$ cat src/rtl/wpg_pkg.sv
// Shared definitions for the flash write protection gate.
// Assumes the three control strobes are carried as one vector in the pin order below.
package wpg_pkg;
    typedef enum int {
        PIN_CE = 0,
        PIN_WE = 1,
        PIN_OE = 2
    } ctrl_pin_e;

    localparam int NUM_PINS = 3;

    // True when the filtered strobes describe an open write cycle.
    function automatic logic write_open(input logic [NUM_PINS-1:0] lv);
        return !lv[PIN_CE] && !lv[PIN_WE] && lv[PIN_OE];
    endfunction
endpackage

$ cat src/rtl/wpg_pin_filter.sv
// Noise filter for one active-low control pin.
// The pin is sampled into a register. The filtered level follows the sample only
// after FILT_LEN consecutive samples that disagree with it.
// Assumes the pin is synchronous to clk or already synchronized, and that it idles high.
module wpg_pin_filter #(
    parameter int FILT_LEN = 2
) (
    input  logic clk,
    input  logic rst_n,
    input  logic pin_raw,
    output logic pin_flt
);
    localparam int CW = (FILT_LEN > 1) ? $clog2(FILT_LEN) : 1;
    localparam logic [CW-1:0] LAST = CW'(FILT_LEN - 1);

    logic          samp;
    logic [CW-1:0] run;

    // Sample the pin and accept a new level after a full run of agreeing samples.
    always_ff @(posedge clk) begin
        if (!rst_n) begin
            samp    <= 1'b1;
            pin_flt <= 1'b1;
            run     <= '0;
        end else begin
            samp <= pin_raw;
            if (samp == pin_flt) begin
                run <= '0;
            end else if (run == LAST) begin
                pin_flt <= samp;
                run     <= '0;
            end else begin
                run <= run + 1'b1;
            end
        end
    end

    AST_FLT_FOLLOWS_SAMPLE: assert property (@(posedge clk) disable iff (!rst_n)
        (pin_flt != $past(pin_flt)) |-> (pin_flt == $past(samp)));
endmodule

$ cat src/rtl/wpg_guard.sv
// Supply and reset supervision for the write gate.
// Keeps a write inhibit that is set by any unsafe condition. The inhibit clears only
// after the filtered write or chip enable is seen released in a safe state, which
// discards a write that was already open at power-up or when a lockout ended.
// Also drives the command-register clear and the sector-unprotect override.
module wpg_guard (
    input  logic clk,
    input  logic rst_n,
    input  logic vlow_lock,
    input  logic pwr_good,
    input  logic rst_pin_n,
    input  logic hv_reset,
    input  logic we_flt,
    input  logic ce_flt,
    output logic blk,
    output logic cmd_clear,
    output logic unprot_ovr
);
    logic unsafe;
    logic inh;

    assign unsafe = vlow_lock | ~pwr_good | ~rst_pin_n;
    assign blk    = inh | unsafe;

    // Hold the inhibit until a strobe is released while conditions are safe.
    always_ff @(posedge clk) begin
        if (!rst_n)
            inh <= 1'b1;
        else if (unsafe)
            inh <= 1'b1;
        else if (we_flt | ce_flt)
            inh <= 1'b0;
    end

    // Register the command clear and the protection override.
    always_ff @(posedge clk) begin
        if (!rst_n) begin
            cmd_clear  <= 1'b1;
            unprot_ovr <= 1'b0;
        end else begin
            cmd_clear  <= unsafe;
            unprot_ovr <= hv_reset & rst_pin_n & pwr_good;
        end
    end

    AST_CLEAR_IN_LOCK: assert property (@(posedge clk) disable iff (!rst_n)
        $past(vlow_lock) |-> cmd_clear);
    AST_OVR_NEEDS_HV: assert property (@(posedge clk) disable iff (!rst_n)
        !$past(hv_reset) |-> !unprot_ovr);
endmodule

$ cat src/rtl/wpg_strobe.sv
// Write qualification and capture.
// Tracks an open write cycle on the filtered strobes. When write or chip enable rises
// to end that cycle and the guard does not block it, the module issues a one-cycle
// pulse and captures the bus.
module wpg_strobe #(
    parameter int ADDR_W = 21,
    parameter int DATA_W = 8
) (
    input  logic                          clk,
    input  logic                          rst_n,
    input  logic [wpg_pkg::NUM_PINS-1:0]  flt,
    input  logic                          blk,
    input  logic [ADDR_W-1:0]             addr_in,
    input  logic [DATA_W-1:0]             data_in,
    output logic                          wr_stb,
    output logic [ADDR_W-1:0]             wr_addr,
    output logic [DATA_W-1:0]             wr_data
);
    import wpg_pkg::*;

    logic open_now;
    logic open_q;
    logic ends_by_strobe;
    logic fire;

    assign open_now       = write_open(flt);
    assign ends_by_strobe = open_q & (flt[PIN_WE] | flt[PIN_CE]);
    assign fire           = ends_by_strobe & ~blk;

    // Remember whether a write cycle was open in the previous cycle.
    always_ff @(posedge clk) begin
        if (!rst_n)
            open_q <= 1'b0;
        else
            open_q <= open_now;
    end

    // Issue the pulse and capture address and data with it.
    always_ff @(posedge clk) begin
        if (!rst_n) begin
            wr_stb  <= 1'b0;
            wr_addr <= '0;
            wr_data <= '0;
        end else begin
            wr_stb <= fire;
            if (fire) begin
                wr_addr <= addr_in;
                wr_data <= data_in;
            end
        end
    end

    AST_STB_SINGLE: assert property (@(posedge clk) disable iff (!rst_n)
        wr_stb |=> !wr_stb);
    AST_CAPTURE_HELD: assert property (@(posedge clk) disable iff (!rst_n)
        !wr_stb |-> $stable(wr_addr));
endmodule

$ cat src/rtl/flash_write_gate.sv
// Flash write-cycle protection gate, top level.
// Filters the three control strobes, supervises supply and reset conditions and
// passes qualified write pulses to the command logic.
// Assumes the strobes idle high and pwr_good is low while rst_n is asserted at power-on.
module flash_write_gate #(
    parameter int FILT_LEN = 2,
    parameter int ADDR_W   = 21,
    parameter int DATA_W   = 8
) (
    input  logic              clk,
    input  logic              rst_n,
    input  logic              ce_n,
    input  logic              we_n,
    input  logic              oe_n,
    input  logic              rst_pin_n,
    input  logic              hv_reset,
    input  logic              vlow_lock,
    input  logic              pwr_good,
    input  logic [ADDR_W-1:0] addr_in,
    input  logic [DATA_W-1:0] data_in,
    output logic              wr_stb,
    output logic [ADDR_W-1:0] wr_addr,
    output logic [DATA_W-1:0] wr_data,
    output logic              cmd_clear,
    output logic              unprot_ovr
);
    import wpg_pkg::*;

    logic [NUM_PINS-1:0] raw;
    logic [NUM_PINS-1:0] flt;
    logic                blk;

    assign raw[PIN_CE] = ce_n;
    assign raw[PIN_WE] = we_n;
    assign raw[PIN_OE] = oe_n;

    for (genvar g = 0; g < NUM_PINS; g++) begin : g_filt
        wpg_pin_filter #(.FILT_LEN(FILT_LEN)) u_filt (
            .clk     (clk),
            .rst_n   (rst_n),
            .pin_raw (raw[g]),
            .pin_flt (flt[g])
        );
    end

    wpg_guard u_guard (
        .clk        (clk),
        .rst_n      (rst_n),
        .vlow_lock  (vlow_lock),
        .pwr_good   (pwr_good),
        .rst_pin_n  (rst_pin_n),
        .hv_reset   (hv_reset),
        .we_flt     (flt[PIN_WE]),
        .ce_flt     (flt[PIN_CE]),
        .blk        (blk),
        .cmd_clear  (cmd_clear),
        .unprot_ovr (unprot_ovr)
    );

    wpg_strobe #(.ADDR_W(ADDR_W), .DATA_W(DATA_W)) u_strobe (
        .clk     (clk),
        .rst_n   (rst_n),
        .flt     (flt),
        .blk     (blk),
        .addr_in (addr_in),
        .data_in (data_in),
        .wr_stb  (wr_stb),
        .wr_addr (wr_addr),
        .wr_data (wr_data)
    );

    AST_LOCK_NO_STB: assert property (@(posedge clk) disable iff (!rst_n)
        $past(vlow_lock) |-> !wr_stb);
    AST_PWRUP_NO_STB: assert property (@(posedge clk) disable iff (!rst_n)
        !$past(pwr_good) |-> !wr_stb);
    AST_PIN_RST_NO_STB: assert property (@(posedge clk) disable iff (!rst_n)
        !$past(rst_pin_n) |-> !wr_stb);
endmodule

$ cat config.mk
export PLATFORM = sky130hd
export DESIGN_NAME = flash_write_gate
export DESIGN_NICKNAME = d
export VERILOG_FILES = /design/src/rtl/wpg_pkg.sv /design/src/rtl/wpg_pin_filter.sv /design/src/rtl/wpg_guard.sv /design/src/rtl/wpg_strobe.sv /design/src/rtl/flash_write_gate.sv
export SDC_FILE = /design/constraint.sdc
export NUM_CORES = 1
export LEC_CHECK = 0
export ABC_AREA = 0
export CORE_MARGIN = 3
export CORE_UTILIZATION = 47
export CTS_BUF_LIST = sky130_fd_sc_hd__clkbuf_2 sky130_fd_sc_hd__clkbuf_4 sky130_fd_sc_hd__clkbuf_8
export DETAILED_ROUTE_END_ITERATION = 6
export HOLD_SLACK_MARGIN = 0.02
export PLACE_DENSITY = 0.87
export SYNTH_ARGS = -nofsm -noshare
export SYNTH_HDL_FRONTEND = slang
export SYNTH_HIERARCHICAL = 1
export SYNTH_SLANG_ARGS = --single-unit
$ cat constraint.sdc
create_clock -name clk -period 3.5 [get_ports clk]
set_input_delay 0.7 -clock clk [delete_from_list [all_inputs] [get_ports clk]]
set_output_delay 0.7 -clock clk [all_outputs]
set_load 0.03 [all_outputs]
Yosys cells after proc, flatten, opt, wreduce, memory -nomap -nowiden
Cells that the tools add are included.
- add/subtract/negate cells: 3
- multiply operators: 0
- divide/modulo/power cells: 0
- $lt $le $gt $ge: 0
- equality and inequality tests: 3
- shifts and indexed selects: 0
- mux-type cells: 0
- bitwise operators: 15
- reductions and logical operators: 11
- operators with widths (kind ; number):
    OR reduction 3 bit ; 3
    NOT 1 bit ; 7
    AND reduction 2 bit ; 3
    bitwise AND 1 bit ; 4
    OR 1 bit ; 4
    adder 1 bit, second input constant ; 3
    == test 1 bit ; 3
    logical AND 1 bit ; 2
    zero test 1 bit ; 2
    OR reduction 2 bit ; 1
- flip-flop bits (word level): 43
- bits in latches: 0
- memory bits (writable): 0
- bits in read-only memories: 0
- input bits: 38
- output and inout bits: 32
- logic and storage cells: 48
- memories: 0

Logic depth before layout (Yosys ltp)
- depth in word-level cells: 6
- gate-level depth with buffers: 5
- mapped depth without buffers: 4

Cells and area by module
The synthesis kept the hierarchy.
- modules (own cells, without submodules) (module ; times used ; cells each ; area an instance (um^2) ; seq. area each (um^2)):
    wpg_strobe ; 1 ; 132 ; 1238.7 ; 620.6
    wpg_pin_filter ; 3 ; 8 ; 101.3 ; 60.1
    wpg_guard ; 1 ; 9 ; 103.8 ; 60.1

Worst setup path before layout
Ideal clock, no wire load.
- path kind: input to register
- start: in vlow_lock
- end: reg u_strobe.wr_addr[0]
- library setup time: 0.072 ns
- data arrival time: 1.560 ns
- required time: 3.428 ns
- setup slack: 1.869 ns
- cell stages on the path: 5
- path buffers: 1
- cell sequence: nor2_1 -> nand3_1 -> nor3b_4 -> buf_8 -> mux2i_1
- word-level cells in the longest chain between the ends: 5
- ends and longest elaborated chain (what ; line ; source):
    from (decl) ; flash_write_gate.sv:17 ; input logic vlow_lock,
    OR 1 bit (2 in a row) ; wpg_guard.sv:22 ; assign unsafe = vlow_lock | ~pwr_good | ~rst_pin_n;
    OR 1 bit ; wpg_guard.sv:23 ; assign blk = inh | unsafe;
    via blk ; flash_write_gate.sv:31 ; logic blk;
    NOT 1 bit ; wpg_strobe.sv:28 ; assign fire = ends_by_strobe & ~blk;
    bitwise AND 1 bit ; wpg_strobe.sv:28 ;
    to (signal assigned) ; wpg_strobe.sv:47 ; wr_addr <= addr_in;
    to (decl) ; wpg_strobe.sv:16 ; output logic [ADDR_W-1:0] wr_addr,
The timed path passes the listed nets, and every way through them passes these cells.
A chain may end at the register's enable or synchronous reset.

Final worst setup path
- start: reg u_strobe.wr_addr[8]
- end: out wr_addr[8]
- RTL lines (what ; line ; source):
    to (decl) ; flash_write_gate.sv:22 ; output logic [ADDR_W-1:0] wr_addr,
No word-level cell between the ends.

==> metrics <==
outcome=finished, final reports clean; RR Endpoint=u_strobe/wr_addr[18]; 1st-iter DRT viols=77; Netlist cell types=17; Seq pwr share=59.2%; period utilisation layout=59.4%; Final Hold Violating Endpoints=0; Antenna diodes=0; num rows=20; Worst Setup Path Type=reg2out; Chip Width=65.2 um; Max VDD drop=323 uV; FILL cells=249; vias=1301; share of post-route cells with drive strength above 1=7.26%; Setup Skew=3.94 ps; vias in the first global route=1318; Crit Path Max Fanout=2; FF-to-FF Start=u_guard/inh; CTS tree=built; gr ovfl total=0; average size of a mapped cell=9.98 um2; FF+latch count, synth=43; area grow syn2layout=45.8%; Post-Route Utilization=75.0%; Final GP Congestion=0.744; DRT antenna net count=0; Psw=0.175 mW; CTS clk-pin slew, worst paths=120 ps; Critical Path AT=1380 ps; worst slew pin tran=1060 ps; f_max=481 MHz; Ports=70; Mapped Cells=165; # resized after CTS=0; NumNets Final=271; Syn. warnings=6; simple-gate portion of the synthesized area=21.7%; initial antenna violation count=0; clock root buffer=clkbuf_4; clock sinks=43; Max clock buf depth=2; Net Count, Synth=203; static leakage=0.858 nW; first-pass GRT wire length=5.83 mm; Cells after DPL=270; DR DRC count=0; Hold Path End=g_filt[1].u_filt/run; Clock Latency Late Sink=340 ps; DR pass1 iterations=4; GRT Total Usage=17.6%; Hold Path Depth=1; Critical path buffers and inverters=1; multiplexer share of the synthesized area=19.5%; largest net degree at the start of global routing=72; # hold bufs at CTS=0; Worst EP required=2800 ps; Slew Viols, Final=0; Sw Ratio=20.8%; Power Density=351 nW/um2; Die Ht=65.2 um; DRT Wirelength=3.52 mm; unrepaired setup endpoints after global routing=no; Setup Slack @ Placement=1260 ps; final setup fails=0; Post-Synth Adder-Cell Area=0%; delay-heaviest family, CP=buffers and inverters; Buffers on Ports=69; compound-gate portion of the synthesized area=0.456%; Worst Reg-to-Reg Cells=5; post-synthesis xor/xnor area fraction=1.60%; max-cap viol count=0; largest family of logic cells by synthesized area=simple AND/OR/NAND/NOR gates; post-synthesis sequential area ratio=52.3%; WL/cell=12.7 um; Initial Util=51.4%; Post-Syn Area=1650 um2; Final Critical Period=2080 ps; worst hold path class=reg2reg; Worst Setup Start Kind=register; core footprint=3200 um2; hpwl dp=2.59 mm; hold_sp=g_filt[1].u_filt/run; H-tree depth=2; via/cell ratio=4.68; Int Power=0.668 mW; setup TNS=0 ps; Logic pwr share=8.6%; clock power share=32.2%; CP Capture Type=output port; Die ar.=4250 um2; Slew headroom=29.0%; R2R setup slack=2070 ps; Finished Layout Cells=278; TritonCTS buffer count=5; CP max-delay cell=clkdlybuf4s50_1; Setup Buffers After CTS=0; max incr delay on CP=690 ps; fin worst setup slack=1420 ps; worst-path cell chain=clkdlybuf4s50_1
cells in the mapped netlist:
| master | number | area (um2) |
|---|---|---|
| xnor2_1 | 3 | 26.3 |
| a21o_1 | 1 | 7.51 |
| mux2i_1 | 32 | 320 |
| and4_1 | 1 | 8.76 |
| dfxtp_1 | 43 | 861 |
| nor2_1 | 3 | 11.3 |
| nand2b_1 | 3 | 18.8 |
| buf_2 | 2 | 10.0 |
| nor3b_2 | 3 | 37.5 |
| and3_2 | 1 | 7.51 |
| clkbuf_1 | 5 | 18.8 |
| nand3_1 | 1 | 5.00 |
| nor3b_4 | 1 | 18.8 |
| nand2_1 | 61 | 229 |
| buf_8 | 3 | 45.0 |
| and2_1 | 1 | 6.26 |
| nand4b_2 | 1 | 15.0 |
metal layers:
metal  track usage [%]  wire (um)  up-vias
li1                  -          -      671
met1              19.2       1440      582
met2              31.9       1800       44
met3              4.79        250        4
met4              6.99         38        0
met5                 0          0        -
cell type report:
class / instances / area [um2] / area share (%)
flip-flops and latches: 43 / 861 / 35.9
multi-input cells: 112 / 712 / 29.7
repair buffers: 71 / 701 / 29.2
clock buffers: 8 / 72.6 / 3.02
well taps: 44 / 55.1 / 2.29
logic make-up (layout without fill, tap and decap cells):
| group | Yosys count | in the layout |
|---|---|---|
| and+or+nand+nor | 76 | 76 |
| DFF | 43 | 43 |
| muxes | 32 | 32 |
| buffers and inverters | 10 | 79 |
| xor gates and xnor gates | 3 | 3 |
| AOI/OAI and AO/OA | 1 | 1 |
state kept, by name (all words and copies together) (netlist names):
name and count:
u_strobe/wr_addr 21, u_strobe/wr_data 8, g_filt.u_filt/pin_flt 3, g_filt.u_filt/run 3, g_filt.u_filt/samp 3, u_guard/cmd_clear 1
u_guard/inh 1, u_guard/unprot_ovr 1, u_strobe/open_q 1, u_strobe/wr_stb 1
power groups by stage:
stage	logic (mW)	clock network [mW]	registers, mW
after CTS	0.0732	0.282	0.499
after global placement	0.0708	0	0.509
after detailed placement	0.0725	0	0.510
final	0.0725	0.272	0.499
after global routing	0.0794	0.299	0.500
after floorplan	0.0252	0	0.510
per-stage QoR:
step	hold WS (ps)	power [mW]	cell area, um2
4_1_cts	461	0.854	2400
2_1_floorplan	427	0.535	1650
5_1_grt	468	0.878	2400
6_report	460	0.843	2400
3_5_place_dp	444	0.583	2330
3_3_place_gp	435	0.580	2330
cell usage in the layout, fill, tap and decap left out:
master and count:
a21o_1 1, and2_1 1, and3_2 1, and4_1 1, buf_2 1, buf_4 2
clkbuf_4 6, clkbuf_8 2, clkdlybuf4s50_1 68, dfxtp_1 43, mux2i_1 32, nand2_1 61
nand2b_1 3, nand3_1 1, nand4b_2 1, nor2_1 3, nor3b_2 3, nor3b_4 1
xnor2_1 3
worst max-delay path by stage:
stage                                    from                   end  slack [ps]  cells after the start
final                     u_strobe/wr_addr[8]            wr_addr[8]        1420                      1
after global routing      u_strobe/wr_addr[6]            wr_addr[6]        1350                      1
after CTS                 u_strobe/wr_addr[8]            wr_addr[8]        1390                      1
after detailed placement             pwr_good  u_strobe/wr_addr[18]        1260                      5
after global placement               pwr_good  u_strobe/wr_addr[15]        1330                      5
after floorplan                     vlow_lock   u_strobe/wr_addr[0]        1870                      5
(Power assumes the default switching activity.)
